File: src/rtl/dsd_pkg.sv
package dsd_pkg;
  // Width needed to hold the values 0..n inclusive.
  function automatic int unsigned span_width(input int unsigned n);
    return (n < 2) ? 1 : $clog2(n + 1);
  endfunction

  // Width of an index that counts 0..n-1.
  function automatic int unsigned index_width(input int unsigned n);
    return (n < 2) ? 1 : $clog2(n);
  endfunction
endpackage

File: src/rtl/dsd_window_counter.sv
module dsd_window_counter #(
  parameter int unsigned WIN_LEN = 16,
  parameter int unsigned CNT_W   = dsd_pkg::span_width(WIN_LEN)
) (
  input  logic             clk,
  input  logic             rst,
  input  logic             bit_in,
  input  logic             bit_vld,
  output logic [CNT_W-1:0] win_cnt,
  output logic             win_vld
);
  localparam int unsigned POS_W = dsd_pkg::index_width(WIN_LEN);
  localparam logic [POS_W-1:0] LAST_POS = POS_W'(WIN_LEN - 1);

  logic [POS_W-1:0] pos_q;
  logic [CNT_W-1:0] tally_q;
  logic             win_close;

  function automatic logic [CNT_W-1:0] tally_add(input logic [CNT_W-1:0] t,
                                                  input logic b);
    return t + {{(CNT_W-1){1'b0}}, b};
  endfunction

  assign win_close = bit_vld && (pos_q == LAST_POS);

  always_ff @(posedge clk) begin
    if (rst) begin
      pos_q   <= '0;
      tally_q <= '0;
      win_cnt <= '0;
      win_vld <= 1'b0;
    end else begin
      win_vld <= 1'b0;
      if (win_close) begin
        win_cnt <= tally_add(tally_q, bit_in);
        win_vld <= 1'b1;
        tally_q <= '0;
        pos_q   <= '0;
      end else if (bit_vld) begin
        tally_q <= tally_add(tally_q, bit_in);
        pos_q   <= pos_q + 1'b1;
      end
    end
  end
endmodule

File: src/rtl/dsd_group_averager.sv
module dsd_group_averager #(
  parameter int unsigned AVG_LEN = 4,
  parameter int unsigned IN_W    = 5,
  parameter int unsigned SUM_W   = 7
) (
  input  logic             clk,
  input  logic             rst,
  input  logic [IN_W-1:0]  in_cnt,
  input  logic             in_vld,
  output logic [SUM_W-1:0] grp_sum,
  output logic             grp_vld
);
  localparam int unsigned K_W = dsd_pkg::index_width(AVG_LEN);
  localparam logic [K_W-1:0] LAST_K = K_W'(AVG_LEN - 1);

  logic [K_W-1:0]   k_q;
  logic [SUM_W-1:0] acc_q;
  logic             grp_close;

  function automatic logic [SUM_W-1:0] widen_add(input logic [SUM_W-1:0] a,
                                                  input logic [IN_W-1:0] c);
    return a + {{(SUM_W-IN_W){1'b0}}, c};
  endfunction

  assign grp_close = in_vld && (k_q == LAST_K);

  always_ff @(posedge clk) begin
    if (rst) begin
      k_q     <= '0;
      acc_q   <= '0;
      grp_sum <= '0;
      grp_vld <= 1'b0;
    end else begin
      grp_vld <= 1'b0;
      if (grp_close) begin
        grp_sum <= widen_add(acc_q, in_cnt);
        grp_vld <= 1'b1;
        acc_q   <= '0;
        k_q     <= '0;
      end else if (in_vld) begin
        acc_q <= widen_add(acc_q, in_cnt);
        k_q   <= k_q + 1'b1;
      end
    end
  end
endmodule

File: src/rtl/dsd_bitcount_decimator.sv
module dsd_bitcount_decimator #(
  parameter int unsigned WIN_LEN    = 16,
  parameter int unsigned AVG_LEN    = 4,
  parameter int unsigned OUT_W      = 16,
  parameter bit          LEFT_ALIGN = 1'b0
) (
  input  logic             clk,
  input  logic             rst,
  input  logic             bit_in,
  input  logic             bit_vld,
  output logic [OUT_W-1:0] smp_data,
  output logic             smp_vld
);
  localparam int unsigned CNT_W = dsd_pkg::span_width(WIN_LEN);
  localparam int unsigned SUM_W = dsd_pkg::span_width(WIN_LEN * AVG_LEN);
  localparam int unsigned PAD_W = OUT_W - SUM_W;

  logic [CNT_W-1:0] win_cnt;
  logic             win_vld;
  logic [SUM_W-1:0] grp_sum;
  logic             grp_vld;

  dsd_window_counter #(.WIN_LEN(WIN_LEN), .CNT_W(CNT_W)) u_win (
    .clk(clk), .rst(rst), .bit_in(bit_in), .bit_vld(bit_vld),
    .win_cnt(win_cnt), .win_vld(win_vld)
  );

  dsd_group_averager #(.AVG_LEN(AVG_LEN), .IN_W(CNT_W), .SUM_W(SUM_W)) u_avg (
    .clk(clk), .rst(rst), .in_cnt(win_cnt), .in_vld(win_vld),
    .grp_sum(grp_sum), .grp_vld(grp_vld)
  );

  generate
    if (LEFT_ALIGN) begin : g_left
      assign smp_data = {grp_sum, {PAD_W{1'b0}}};
    end else begin : g_right
      assign smp_data = {{PAD_W{1'b0}}, grp_sum};
    end
  endgenerate

  assign smp_vld = grp_vld;
endmodule

File: config.mk
export PLATFORM = sky130hd
export DESIGN_NAME = dsd_bitcount_decimator
export DESIGN_NICKNAME = d
export VERILOG_FILES = /design/src/rtl/dsd_pkg.sv /design/src/rtl/dsd_window_counter.sv /design/src/rtl/dsd_group_averager.sv /design/src/rtl/dsd_bitcount_decimator.sv
export SDC_FILE = /design/constraint.sdc
export NUM_CORES = 1
export LEC_CHECK = 0
export BUFFER_PORTS_ARGS = -buffer_cell sky130_fd_sc_hd__buf_4
export CORE_ASPECT_RATIO = 1.25
export CORE_MARGIN = 2
export CORE_UTILIZATION = 55
export CTS_CLUSTER_DIAMETER = 100
export CTS_CLUSTER_SIZE = 16
export DETAILED_ROUTE_END_ITERATION = 12
export HOLD_SLACK_MARGIN = 0.02
export PLACE_DENSITY = 0.77
export SETUP_SLACK_MARGIN = 0.1
export SLEW_MARGIN = 10
export SYNTH_ARGS = -nofsm -noshare
export SYNTH_HDL_FRONTEND = slang
export SYNTH_SLANG_ARGS = --single-unit
File: constraint.sdc
create_clock -name clk -period 3 [get_ports clk]
set_input_delay 0.6 -clock clk [delete_from_list [all_inputs] [get_ports clk]]
set_output_delay 0.6 -clock clk [all_outputs]
set_load 0.03 [all_outputs]
Word-level counts from Yosys, hierarchy flattened

Index checks and enable logic that the tools add are counted.

Flip-flop bits (word level): 32
Input bits: 4
Logic and storage cells: 20

Muxes and demuxes: 2
Add/sub/neg operators: 4
Equality and inequality tests: 2
Reductions and logical operators: 4

Operators by type and width:

| kind                                        | number |
|---|---|
| adder 7 x 5 -> 7 bit                        | 1 |
| adder 5 x 1 -> 5 bit                        | 1 |
| adder 4 x 1 -> 4 bit, second input constant | 1 |
| == test 4 bit, second input constant        | 1 |
| OR reduction 2 bit                          | 2 |
| adder 2 x 1 -> 2 bit, second input constant | 1 |
| == test 2 bit, second input constant        | 1 |
| logical AND 1 bit                           | 2 |
| 2-to-1 mux 1 bit                            | 2 |

Longest topological paths before layout

Depth after elaboration: 3
Gate-level depth with buffers: 6
Gate-level depth less buffers: 6

Cells and area by module

Synthesis repeated with hierarchy kept, for this count alone.

Cell total of the unflattened synthesis: 167
Area total of the unflattened synthesis: 1624.1 µm²

By module, submodules not included:

| module                 | area an instance (µm²) | cells an instance | instances |
|---|---|---|---|
| dsd_group_averager     | 893.4                  | 94                | 1 |
| dsd_window_counter     | 659.4                  | 63                | 1 |
| dsd_bitcount_decimator | 71.3                   | 10                | 1 |

Worst setup path before layout

OpenSTA, ideal clock, no wires.

Path kind: reg2reg
Start point: register u_avg.acc_q[0]
End point: register u_avg.grp_sum[6]
Arrival time: 1.836 ns
Clock period less this slack: 1.963 ns
Stages on the path, launching flop included: 7
Path slack: 1.037 ns
Setup time: 0.127 ns
Required time: 2.873 ns
Cell sequence: dfxtp_1 > ha_1 > fa_1 > a21o_1 > a31o_4 > and4b_1 > or3_1

Cells in the longest elaborated chain, start to end: 1

Ends and longest elaborated chain:

| what                   | line                     | RTL |
|---|---|---|
| from (decl)            | dsd_group_averager.sv:17 | `logic [SUM_W-1:0] acc_q;` |
| from (signal assigned) | dsd_group_averager.sv:41 | `acc_q <= widen_add(acc_q, in_cnt);` |
| adder 7 x 5 -> 7 bit   | dsd_group_averager.sv:22 | `return a + {{(SUM_W-IN_W){1'b0}}, c};` |
| to (signal assigned)   | dsd_group_averager.sv:36 | `grp_sum <= widen_add(acc_q, in_cnt);` |
| to (decl)              | dsd_group_averager.sv:10 | `output logic [SUM_W-1:0] grp_sum,` |

No other way between the ends.
A chain may end at the register's enable or synchronous reset.

Worst setup path in the final report

Ends and elaborated chain as after synthesis.

==> results.sh <==
export IMPL_floorplan_die_area_um2=3240
export IMPL_start_kind="flip-flop"
export IMPL_hold_path_class="reg2reg"
export IMPL_dp_hpwl_um=2070
export IMPL_power_density_nw_per_um2=420
export IMPL_place_congestion=0.819
export IMPL_fin_crit_sh_pct=69.2
export IMPL_viasPerCell=5.48
export IMPL_reg2reg_setup_slack_ns=0.93
export IMPL_setup_violations=0
export IMPL_status="finished, final reports clean"
export IMPL_rows=21
export IMPL_hold_depth=2
export IMPL_cts_buffer_depth=2
export IMPL_cts_htree_levels=2
export IMPL_dr_pass1_iters=4
export IMPL_r2r_cells=6
export IMPL_critPathKind="reg2reg"
export IMPL_worstSetupEndpointType="flip-flop"
export IMPL_cp_depth=6
export IMPL_fillers=245
export IMPL_cp_required_ns=3.21
export IMPL_rsz0062_at_grt="no"
export IMPL_vias=1123
export IMPL_ys_types=39
export IMPL_path_clk_slew_ns=0.09
export IMPL_cp_endpoint="u_avg.grp_sum[6]$_SDFFE_PP0P_"
export IMPL_drc=0
export IMPL_yosysWarnings=0
export IMPL_clock_sinks=32
export IMPL_maxSlewHeadroom_pct=63.7
export IMPL_drv_cap=0
export IMPL_crit_chain="ha_1 -> fa_1 -> a21o_1 -> a31o_4 -> and4b_1 -> or3_1"
export IMPL_clk_latency_ns=0.32
export IMPL_initial_core_util_pct=57.4
export IMPL_fin_crit_ns=2.07
export IMPL_maxSlewViolCount=0
export IMPL_cts_tree="built"
export IMPL_grt_max_degree=13
export IMPL_layout_setup_ws_ns=0.925
export IMPL_ant_nets=0
export IMPL_ys_seq_elements=32
export IMPL_root_buffer="clkbuf_4"
export IMPL_fin_skew_ns=0.00874
export IMPL_multiInputGateArea_um2=818
export IMPL_tightestPinTransition_ns=0.540
export IMPL_area_growth_pct=7.15
export IMPL_drt_total_wl_um=2660
export IMPL_synth_cells=158
export IMPL_die_w_um=51.3
export IMPL_layout_drive_gt1_share_pct=12.3
export IMPL_nets=185
export IMPL_floorplan_io_pins=21
export IMPL_path_buf_inv=0
export IMPL_rr_endpoint="u_avg.grp_sum[6]$_SDFFE_PP0P_"
export IMPL_insertedDiodeCount=0
export IMPL_ir_worst_vdd_mv=0.287
export IMPL_netlist_area_um2=1540
export IMPL_async_flop_share_pct=0
export IMPL_synth_edff_count=0
export IMPL_cts_setup_buffers=0
export IMPL_finalHoldViolCount=0
export IMPL_grt_pass1_wl_um=4600
export IMPL_routedWlPerCell_um=13.0
export IMPL_register_area_um2=641
export IMPL_antenna_found_initial=0
export IMPL_chipHeight_um=63.1
export IMPL_cts_buffers=5
export IMPL_numPortBuffers=11
export IMPL_fmax_mhz=482
export IMPL_core_um2=2680
export IMPL_max_stage_delay_ns=0.42
export IMPL_p_leak_uw=0.000714
export IMPL_dpl_worst_slack_ns=0.941
export IMPL_final_setup_tns_ns=0
export IMPL_drt_first_iter_violations=23
export IMPL_grt_pass1_vias=1086
export IMPL_critPathMaxFanout=4
export IMPL_cp_startpoint="u_avg.acc_q[0]$_SDFFE_PP0P_"
export IMPL_stdcell_count=205
export IMPL_grt_usage_pct=19.0
export IMPL_hold_ws_ns=0.457
export IMPL_path_delay_family="adder cells"
export IMPL_synthFlopType="dfxtp_1"
export IMPL_avgSynthCellArea_um2=9.74
export IMPL_cts_resized=0
export IMPL_reg2reg_from="u_avg.acc_q[0]$_SDFFE_PP0P_"
export IMPL_cp_slowest_cell="fa_1"
export IMPL_yosysSeqAreaShare_pct=41.6
export IMPL_place_inst=198
export IMPL_cp_arrival_ns=2.28
export IMPL_grt_overflow_total=0
export IMPL_cts_hold_buffers=0
where the power goes:
| part | switching, uW | internal (uW) | leakage [uW] |
|---|---|---|---|
| Sequential | 3.74 | 429 | 0.000258 |
| Clock | 131 | 86.1 | 0.0000281 |
| Combinational | 31.2 | 11.8 | 0.000427 |
through the flow:
stage	power, uW	instance area [um^2]	util, %
2_1_floorplan	486	1570	-
3_3_place_gp	485	1600	59.8
4_1_cts	704	1650	61.5
5_1_grt	726	1650	61.5
3_5_place_dp	486	1600	59.8
6_report	693	1650	61.5
per-layer routing:
layer  global-route usage, %  routed length, um  vias to the layer above
met5                       0                  0                        -
met4                    11.2                 68                        0
met3                    6.40                115                        8
met2                    33.4               1440                       33
met1                    18.6               1030                      510
li1                        -                  -                      572
layout by cell type (no fill, tap or decap), types with 2 or more instances in the layout:
cell,instances
o21ai_1,2
a22o_1,5
clkbuf_4,5
ha_1,9
xnor2_1,5
buf_4,12
inv_1,3
dfxtp_1,32
a21oi_1,2
nand4_1,3
a211oi_1,7
nor2_1,22
o31ai_1,4
xor2_1,7
a21o_1,2
conb_1,9
nand2_1,8
nand3_1,6
mux2i_1,8
cell type report:
cell class / count / share of cell area (%)
clock inverters: 1 / 0.303
well taps: 34 / 2.58
multi-input cells: 117 / 49.6
inverters: 3 / 0.683
clock buffers: 6 / 2.50
flip-flops and latches: 32 / 38.8
repair buffers: 12 / 5.46
worst reg2reg max path, cell delays in order (launching register included):
cell     delay, ns
dfxtp_1       0.32
ha_1          0.24
fa_1          0.42
a21o_1        0.22
a31o_4        0.26
and4b_1       0.17
or3_1         0.34
how the worst min path moves through the flow:
stage	end	slack, ns	startpoint
floorplan	u_avg.acc_q[3]$_SDFFE_PP0P_	0.46	u_avg.acc_q[3]$_SDFFE_PP0P_
global placement	u_avg.grp_sum[2]$_SDFFE_PP0P_	0.45	u_avg.grp_sum[2]$_SDFFE_PP0P_
detailed placement	u_avg.grp_sum[2]$_SDFFE_PP0P_	0.44	u_avg.grp_sum[2]$_SDFFE_PP0P_
CTS	u_avg.grp_sum[2]$_SDFFE_PP0P_	0.46	u_avg.grp_sum[2]$_SDFFE_PP0P_
global route	u_avg.grp_sum[4]$_SDFFE_PP0P_	0.51	u_avg.grp_sum[4]$_SDFFE_PP0P_
finish	u_avg.grp_sum[2]$_SDFFE_PP0P_	0.46	u_avg.grp_sum[2]$_SDFFE_PP0P_
registers in the layout, summed over array words and instances (netlist names):
name and cells:
u_avg.acc_q 7, u_avg.grp_sum 7, u_win.tally_q 5, u_win.win_cnt 5
u_win.pos_q 4, u_avg.k_q 2, u_avg.grp_vld 1, u_win.win_vld 1
Yosys cell counts (2+ instances only):
master / instances / area (um^2)
xor2_1: 7 / 61.3
ha_1: 9 / 113
o21ai_1: 2 / 10.0
nand2_1: 8 / 30.0
nand4_1: 3 / 18.8
a21oi_1: 2 / 10.0
clkbuf_1: 2 / 7.51
a211oi_1: 7 / 52.6
nor2_1: 22 / 82.6
inv_1: 3 / 11.3
mux2i_1: 8 / 80.1
a21o_1: 2 / 15.0
nand3_1: 6 / 30.0
dfxtp_1: 32 / 641
a22o_1: 5 / 43.8
xnor2_1: 5 / 43.8
buf_4: 10 / 75.1
o31ai_1: 4 / 30.0
cells by family after synthesis:
group	share of synthesized area (%)
fa+ha+maj	8.62
other cells	0.244
flops	41.6
xor+xnor	6.83
compound gates	13.9
simple gates	16.4
buf+inv	7.15
mux	5.20
(Power assumes the default switching activity.)
